==> src/rtl/booth_mul_pkg.sv <==
package booth_mul_pkg;

  // Selected multiple of the multiplicand for one radix-4 digit
  typedef enum logic [2:0] {
    DIG_ZERO = 3'd0,
    DIG_P1   = 3'd1,
    DIG_P2   = 3'd2,
    DIG_M1   = 3'd3,
    DIG_M2   = 3'd4
  } dig_e;

  // Window bits: {upper, lower, borrow-in from the digit below}
  function automatic dig_e recode(input logic [2:0] win);
    dig_e d;
    case (win)
      3'b001, 3'b010: d = DIG_P1;
      3'b011:         d = DIG_P2;
      3'b100:         d = DIG_M2;
      3'b101, 3'b110: d = DIG_M1;
      default:        d = DIG_ZERO;
    endcase
    return d;
  endfunction

endpackage

==> src/rtl/booth_mul_inreg.sv <==
module booth_mul_inreg #(
  parameter int OPW = 24
) (
  input  logic           clk,
  input  logic           rst_n,
  input  logic           v_i,
  input  logic [OPW-1:0] a_i,
  input  logic [OPW-1:0] b_i,
  output logic           v_o,
  output logic [OPW-1:0] a_o,
  output logic [OPW-1:0] b_o
);

  always_ff @(posedge clk or negedge rst_n) begin
    if (!rst_n) begin
      v_o <= 1'b0;
      a_o <= '0;
      b_o <= '0;
    end else begin
      v_o <= v_i;
      a_o <= a_i;
      b_o <= b_i;
    end
  end

endmodule

==> src/rtl/booth_mul_stage.sv <==
module booth_mul_stage
  import booth_mul_pkg::*;
#(
  parameter int OPW  = 24,
  parameter int IDX  = 0,
  parameter bit LAST = 1'b0
) (
  input  logic              clk,
  input  logic              rst_n,
  input  logic              v_i,
  input  logic [OPW-1:0]    mcand_i,
  input  logic [OPW-1:0]    mplr_i,
  input  logic [2*OPW+1:0]  acc_i,
  output logic              v_o,
  output logic [OPW-1:0]    mcand_o,
  output logic [OPW-1:0]    mplr_o,
  output logic [2*OPW+1:0]  acc_o
);

  localparam int PSW = 2*OPW + 2;
  localparam int SH  = 2*IDX;

  logic [2:0]     win;
  dig_e           dig;
  logic [PSW-1:0] mc_ext;
  logic [PSW-1:0] pp_w;
  logic [PSW-1:0] corr_w;
  logic [PSW-1:0] acc_nx;

  // Partial product for one digit, in two's complement over PSW bits
  function automatic logic [PSW-1:0] form_pp(input logic [PSW-1:0] m, input dig_e d);
    logic [PSW-1:0] r;
    case (d)
      DIG_P1:  r = m;
      DIG_P2:  r = m << 1;
      DIG_M1:  r = -m;
      DIG_M2:  r = -(m << 1);
      default: r = '0;
    endcase
    return r;
  endfunction

  generate
    if (IDX == 0) begin : g_first
      assign win = {mplr_i[1:0], 1'b0};
    end else begin : g_mid
      assign win = mplr_i[SH+1:SH-1];
    end
  endgenerate

  assign mc_ext = {{(PSW-OPW){1'b0}}, mcand_i};
  assign dig    = recode(win);
  assign pp_w   = form_pp(mc_ext, dig) << SH;

  // The top digit is read as signed; restore the unsigned weight of the MSB
  generate
    if (LAST) begin : g_corr
      assign corr_w = mplr_i[OPW-1] ? (mc_ext << OPW) : '0;
    end else begin : g_nocorr
      assign corr_w = '0;
    end
  endgenerate

  assign acc_nx = acc_i + pp_w + corr_w;

  always_ff @(posedge clk or negedge rst_n) begin
    if (!rst_n) begin
      v_o     <= 1'b0;
      mcand_o <= '0;
      mplr_o  <= '0;
      acc_o   <= '0;
    end else begin
      v_o     <= v_i;
      mcand_o <= mcand_i;
      mplr_o  <= mplr_i;
      acc_o   <= acc_nx;
    end
  end

endmodule

==> src/rtl/booth_pipe_mul.sv <==
module booth_pipe_mul #(
  parameter int OPW = 24
) (
  input  logic             clk,
  input  logic             rst_n,
  input  logic             in_valid,
  input  logic [OPW-1:0]   in_a,
  input  logic [OPW-1:0]   in_b,
  output logic             out_valid,
  output logic [2*OPW-1:0] out_prod
);

  localparam int NDIG = OPW / 2;
  localparam int PSW  = 2*OPW + 2;

  logic [NDIG:0]  stg_v;
  logic [OPW-1:0] stg_m   [0:NDIG];
  logic [OPW-1:0] stg_y   [0:NDIG];
  logic [PSW-1:0] stg_acc [0:NDIG];

  // Named taps for the checker
  logic [OPW-1:0] last_mcand;
  logic [OPW-1:0] last_mplr;
  logic [1:0]     high_spill;

  booth_mul_inreg #(.OPW(OPW)) u_inreg (
    .clk   (clk),
    .rst_n (rst_n),
    .v_i   (in_valid),
    .a_i   (in_a),
    .b_i   (in_b),
    .v_o   (stg_v[0]),
    .a_o   (stg_m[0]),
    .b_o   (stg_y[0])
  );

  assign stg_acc[0] = '0;

  generate
    for (genvar k = 0; k < NDIG; k++) begin : g_stage
      booth_mul_stage #(
        .OPW  (OPW),
        .IDX  (k),
        .LAST (k == NDIG-1)
      ) u_stage (
        .clk     (clk),
        .rst_n   (rst_n),
        .v_i     (stg_v[k]),
        .mcand_i (stg_m[k]),
        .mplr_i  (stg_y[k]),
        .acc_i   (stg_acc[k]),
        .v_o     (stg_v[k+1]),
        .mcand_o (stg_m[k+1]),
        .mplr_o  (stg_y[k+1]),
        .acc_o   (stg_acc[k+1])
      );
    end
  endgenerate

  assign out_valid  = stg_v[NDIG];
  assign out_prod   = stg_acc[NDIG][2*OPW-1:0];
  assign last_mcand = stg_m[NDIG];
  assign last_mplr  = stg_y[NDIG];
  assign high_spill = stg_acc[NDIG][PSW-1:2*OPW];

endmodule

==> config.mk <==
export PLATFORM = sky130hd
export DESIGN_NAME = booth_pipe_mul
export DESIGN_NICKNAME = d
export VERILOG_FILES = /design/src/rtl/booth_mul_pkg.sv /design/src/rtl/booth_mul_inreg.sv /design/src/rtl/booth_mul_stage.sv /design/src/rtl/booth_pipe_mul.sv
export SDC_FILE = /design/constraint.sdc
export NUM_CORES = 2
export LEC_CHECK = 0
export ABC_AREA = 1
export BUFFER_PORTS_ARGS = -buffer_cell sky130_fd_sc_hd__buf_2
export CAP_MARGIN = 10
export CELL_PAD_IN_SITES_DETAIL_PLACEMENT = 1
export CELL_PAD_IN_SITES_GLOBAL_PLACEMENT = 1
export CORE_ASPECT_RATIO = 1.75
export CORE_MARGIN = 5
export CORE_UTILIZATION = 48
export CTS_BUF_LIST = sky130_fd_sc_hd__clkbuf_16
export CTS_CLUSTER_DIAMETER = 80
export DETAILED_ROUTE_END_ITERATION = 10
export GPL_ROUTABILITY_DRIVEN = 0
export GPL_TIMING_DRIVEN = 0
export PLACE_DENSITY = 0.92
export SLEW_MARGIN = 20
export SYNTH_ARGS = -nofsm -noshare
export SYNTH_HDL_FRONTEND = slang
export SYNTH_SLANG_ARGS = --single-unit
==> constraint.sdc <==
create_clock -name clk -period 3.5 [get_ports clk]
set_input_delay 0.7 -clock clk [delete_from_list [all_inputs] [get_ports clk]]
set_output_delay 0.7 -clock clk [all_outputs]
set_load 0.01 [all_outputs]
==> results of run 1 <==
per-layer routing:
| metal | overflow | track usage [%] |
|---|---|---|
| met1 | 7 | 60.7 |
| met2 | 499 | 81.2 |
| met3 | 22 | 51.7 |
| met4 | 301 | 67.5 |
| met5 | 2 | 29.7 |
timing repair:
item / in CTS
endpoints found under the setup margin: 310
pin swaps: 176
gates resized for setup: 915
hold endpoints to repair: 129
buffers inserted: 145
hold buffers: 37
cells by family after synthesis:
| group | after synthesis | synth area share, % |
|---|---|---|
| simple gates | 5236 | 32.7 |
| buf+inv | 1372 | 7.62 |
| flops | 1037 | 38.0 |
| compound gates | 1035 | 8.92 |
| fa+ha+maj | 428 | 8.21 |
| xor+xnor | 359 | 4.60 |
metrics by stage:
step	util [%]	area [um^2]	std cells	setup TNS (ns)	setup slack, ns
after floorplan	-	68300	9467	0	0.312
after global placement	50.2	71100	11416	-	-19.17
after detailed placement	50.4	71400	11424	-104.00	-0.860
after CTS	56.4	80000	11787	-0.00927	-0.00773
cell usage after synthesis (15+ instances only):
master / n
nand2_1: 2953
inv_1: 1247
dfrtp_1: 1037
nor2_1: 941
nand3_1: 800
a21oi_1: 417
ha_1: 394
xor2_1: 286
o21ai_0: 240
nand4_1: 206
nor3_1: 80
o22ai_1: 74
xnor2_1: 73
nand3b_1: 60
nor2_2: 59
clkbuf_1: 57
a22oi_1: 55
o2111ai_1: 41
o21bai_1: 41
buf_2: 37
fa_1: 34
o211ai_1: 34
nand2_2: 28
nor2_4: 26
a21o_1: 25
a22o_1: 25
inv_2: 22
o21ai_1: 19
nand3_2: 17
o21a_1: 15
==> results.json, run 1 <==
{
  "io_pins": 100,
  "cts_buffers": 98,
  "yosysUniqueCellTypes": 58,
  "synth_area_leaders": "dfrtp_1 (38%), nand2_1 (16%), ha_1 (7.2%), inv_1 (6.8%), nand3_1 (5.9%)",
  "ctsRootBufferMaster": "clkbuf_16",
  "grtUsageTotal_pct": 64.8,
  "clock_path_buffers": 3,
  "grt_max_degree": 148,
  "synthArstFlopShare_pct": 100,
  "yosys_warnings": 0,
  "error": "[ERROR GRT-0116] Global routing finished with congestion. Check the congestion regions in the DRC Viewer.",
  "avgSynthCellArea_um2": 7.22,
  "start_util_pct": 48.2,
  "cts_num_sinks": 1037,
  "die_h_um": 509,
  "netlist_instances": 9467,
  "grt_pass1_vias": 100016,
  "grt-ovfl-total": 831,
  "syn_nets": 9946,
  "placementRows": 183,
  "synth_edf_count": 0,
  "die_w_um": 295,
  "grt_pass1_wl_um": 744000,
  "ys_ff_latch": 1037,
  "yosys.area.top_type": "dfrtp_1",
  "status": "aborted with a tool error",
  "synth_top_cell_area_share_pct": 38.0,
  "lastStage": "5_1_grt",
  "hpwl_um": 240000,
  "ys_seq_area_share_pct": 38.0,
  "netlist_area_mm2": 0.0683,
  "numPortBuffers": 99,
  "htree_levels": 3,
  "synth_flop_cell": "dfrtp_1"
}
==> run 2, diff against run 1 <==
--- a/config.mk
+++ b/config.mk
@@ -8,17 +8,12 @@
 export ABC_AREA = 1
 export BUFFER_PORTS_ARGS = -buffer_cell sky130_fd_sc_hd__buf_2
 export CAP_MARGIN = 10
-export CELL_PAD_IN_SITES_DETAIL_PLACEMENT = 1
-export CELL_PAD_IN_SITES_GLOBAL_PLACEMENT = 1
-export CORE_ASPECT_RATIO = 1.75
 export CORE_MARGIN = 5
-export CORE_UTILIZATION = 48
-export CTS_BUF_LIST = sky130_fd_sc_hd__clkbuf_16
-export CTS_CLUSTER_DIAMETER = 80
+export CORE_UTILIZATION = 36
 export DETAILED_ROUTE_END_ITERATION = 10
 export GPL_ROUTABILITY_DRIVEN = 0
 export GPL_TIMING_DRIVEN = 0
-export PLACE_DENSITY = 0.92
+export PLACE_DENSITY_LB_ADDON = 0.15
 export SLEW_MARGIN = 20
 export SYNTH_ARGS = -nofsm -noshare
 export SYNTH_HDL_FRONTEND = slang
==> run 2 against run 1 <==
  * The flow now finishes, with violations (negative setup slack)
  * Area after synthesis stayed put
  * Synthesized cell count stayed put
==> results.json, run 2 <==
{
  "hold_viol_final": 0,
  "reg2reg_from": "g_stage[10].u_stage.mcand_o[0]",
  "clock_path_buffers": 3,
  "yosys_warnings": 0,
  "ir_drop_mv": 0.458,
  "worst-path-buf-inv": 4,
  "synth_edf_count": 0,
  "ys_ff_latch": 1037,
  "grt_pass1_vias": 60469,
  "path_clk_slew_ns": 0.06,
  "max_freq_mhz": 279,
  "hpwl_um": 183000,
  "synth_area_leaders": "dfrtp_1 (38%), nand2_1 (16%), ha_1 (7.2%), inv_1 (6.8%), nand3_1 (5.9%)",
  "largest_register_ffs": 569,
  "drt_iter0_markers": 6428,
  "crit_path_start_kind": "flip-flop",
  "layout_common_cells": "nand2_1 (2,884), inv_1 (1,210), dfrtp_1 (997)",
  "yosys.area.top_type": "dfrtp_1",
  "p_leak_nw": 39.7,
  "total_power_mw": 60.0,
  "dr.pass1.iters": 6,
  "dp_cells": 12084,
  "reg_top3": "g_stage.u_stage.acc_o (569), g_stage.u_stage.mcand_o (264), g_stage.u_stage.mplr_o (143)",
  "cp.arrival_ns": 4.27,
  "reg2regPathDepth": 20,
  "ctsRootBufferMaster": "clkbuf_16",
  "fillCellCount": 19358,
  "synthArstFlopShare_pct": 100,
  "cpMaxStageDelayCell": "fa_1",
  "grt_pass1_wl_um": 352000,
  "gr-usage-met2_pct": 35.8,
  "yosysMostFrequentCell": "nand2_1",
  "final_core_util_pct": 42.9,
  "global_route.peak_usage_layer": "met2",
  "synth_flop_cell": "dfrtp_1",
  "antenna_found_initial": 7,
  "die_h_um": 446,
  "die_w_um": 446,
  "netlist_area_mm2": 0.0683,
  "synthTopCellsByCount": "nand2_1 (2,953), inv_1 (1,247), dfrtp_1 (1,037)",
  "hold_ws_ns": 0.00574,
  "rsz0062_at_grt": "yes",
  "cts_tree": "built",
  "htree_levels": 3,
  "syn_to_final_growth_pct": 19.0,
  "insertion_delay_ns": 0.76,
  "yosysUniqueCellTypes": 58,
  "min_period_ns": 3.58,
  "syn_nets": 9946,
  "ant_nets": 0,
  "slew_violations": 0,
  "use_met1_pct": 31.9,
  "cp.required_ns": 4.19,
  "ys_seq_area_share_pct": 38.0,
  "numPortBuffers": 99,
  "nets": 10335,
  "core_mm2": 0.189,
  "synth_top_cell_area_share_pct": 38.0,
  "die_area_mm2": 0.199,
  "finalWorstSetupSlack_ns": -0.0828,
  "relSlewSlack_pct": 47.6,
  "fin_worst_skew_ns": 0.0564,
  "placementRows": 160,
  "status": "finished with violations",
  "power_density_mw_per_mm2": 738,
  "crit_path_cell_trace": "inv_2 > buf_6 > nand4_1 > nor2_4 > buf_6 > nand3_4 > nor2_4 > nand2_2 > nand3_2 > nand3b_1 > fa_1 > ha_4 > nand2_2 > inv_2 > nand2_2 > nor3_4 > nand3_2 > nand3_2 > nand2_1 > nand2_1",
  "cp_max_fo": 5,
  "netlist_instances": 9467,
  "mostFrequentLayoutCell": "nand2_1",
  "reg2reg_to": "g_stage[11].u_stage.acc_o[44]",
  "seq_area_mm2": 0.0260,
  "use_met3_pct": 2.96,
  "slowest_delay_ns": 0.57,
  "cts_num_sinks": 1037,
  "setup_tns_ns": -0.198,
  "multi_input_area_mm2": 0.0406,
  "finalCritPeriodShare_pct": 102,
  "start_util_pct": 36.1,
  "cp-end-kind": "flip-flop",
  "via_count": 65166,
  "avgSynthCellArea_um2": 7.22,
  "drc": 0,
  "hp-class": "primary input to asynchronous set/reset pin",
  "cts_buffers": 115,
  "wl_per_cell_um": 18.5,
  "critPathTopFamily": "simple AND/OR/NAND/NOR gates",
  "critPathKind": "flip-flop to flip-flop",
  "drive_gt1_share_pct": 13.6,
  "rrSetupSlack_ns": -0.08,
  "regMostFlops": "g_stage.u_stage.acc_o",
  "grtUsageTotal_pct": 22.4,
  "grt_max_degree": 147,
  "violations": "negative setup slack",
  "totalWireLength_um": 231000,
  "via_per_inst": 5.23,
  "grt-ovfl-total": 0,
  "finalNonFillerCells": 12468,
  "worst_pin_slew_ns": 0.780,
  "maxCapViolations": 0,
  "io_pins": 100,
  "finalSetupViolCount": 4
}
-- run 2: worst max-delay path by stage --
stage,cells past startpoint,to,start
2_1_floorplan,24,g_stage[11].u_stage.acc_o[47],g_stage[10].u_stage.mcand_o[1]
3_3_place_gp,1,u_inreg.b_o[10],rst_n
3_5_place_dp,6,u_inreg.b_o[10],rst_n
4_1_cts,15,g_stage[11].u_stage.acc_o[44],g_stage[10].u_stage.mplr_o[21]
5_1_grt,21,g_stage[11].u_stage.acc_o[44],g_stage[10].u_stage.mcand_o[0]
6_report,20,g_stage[11].u_stage.acc_o[44],g_stage[10].u_stage.mcand_o[0]
-- run 2: per-layer routing --
layer / up-vias / share of wire (%)
li1: 31401 / -
met2: 2432 / 45
met3: 375 / 7.1
met4: 2 / 2.9
met5: - / 0.0052
met1: 30956 / 45
-- run 2: timing repair --
action	CTS	global route
gates cloned	0	3
pin swaps	19	163
endpoints found under the setup margin	184	386
endpoints found under the hold margin	157	64
setup buffers	15	105
hold buffers	41	4
gates resized for setup	180	772
-- run 2: worst register-to-register path, cell delays in order (launching register included) --
cell      delay [ns]
dfrtp_1         0.41
inv_2           0.10
buf_6           0.11
nand4_1         0.21
nor2_4          0.24
buf_6           0.13
nand3_4         0.08
nor2_4          0.13
nand2_2         0.08
nand3_2         0.08
nand3b_1        0.18
fa_1            0.57
ha_4            0.34
nand2_2         0.08
inv_2           0.07
nand2_2         0.08
nor3_4          0.24
nand3_2         0.15
nand3_2         0.11
nand2_1         0.05
nand2_1         0.08
-- run 2: logic make-up (layout without fill, tap and decap cells) --
kind of cell	count (synthesis)	count (layout)	synth area share, %
adder cells (fa/ha/maj)	428	428	8.21
flip-flops	1037	1037	38.0
XOR/XNOR	359	359	4.60
AND/OR/NAND/NOR	5236	5237	32.7
AO/OA/AOI/OAI	1035	1035	8.92
other	0	4	0
buffers and inverters	1372	1857	7.62
-- run 2: final cells by class --
class / instances / area share, %
well taps: 2511 / 3.87
clock inverters: 71 / 1.07
plain buffers: 95 / 0.611
flip-flops and latches: 1037 / 32.0
inverters: 1275 / 5.91
clock buffers: 143 / 3.92
repair buffers: 273 / 2.72
multi-input cells: 7059 / 49.9
diodes: 4 / 0.0123
-- run 2: through the flow --
step	area, um^2	worst slack, ns
2_1_floorplan	68300	0.312
3_5_place_dp	72200	-0.805
4_1_cts	77500	0.00101
6_report	81300	-0.0828
3_3_place_gp	72000	-20.32
5_1_grt	81300	-0.222
-- run 2: where the power goes --
part           switching [mW]  total [mW]  internal [mW]
clock network            5.25        12.8           7.53
logic                    19.2        29.7           10.4
registers                2.16        17.5           15.4
(Power assumes the default switching activity.)
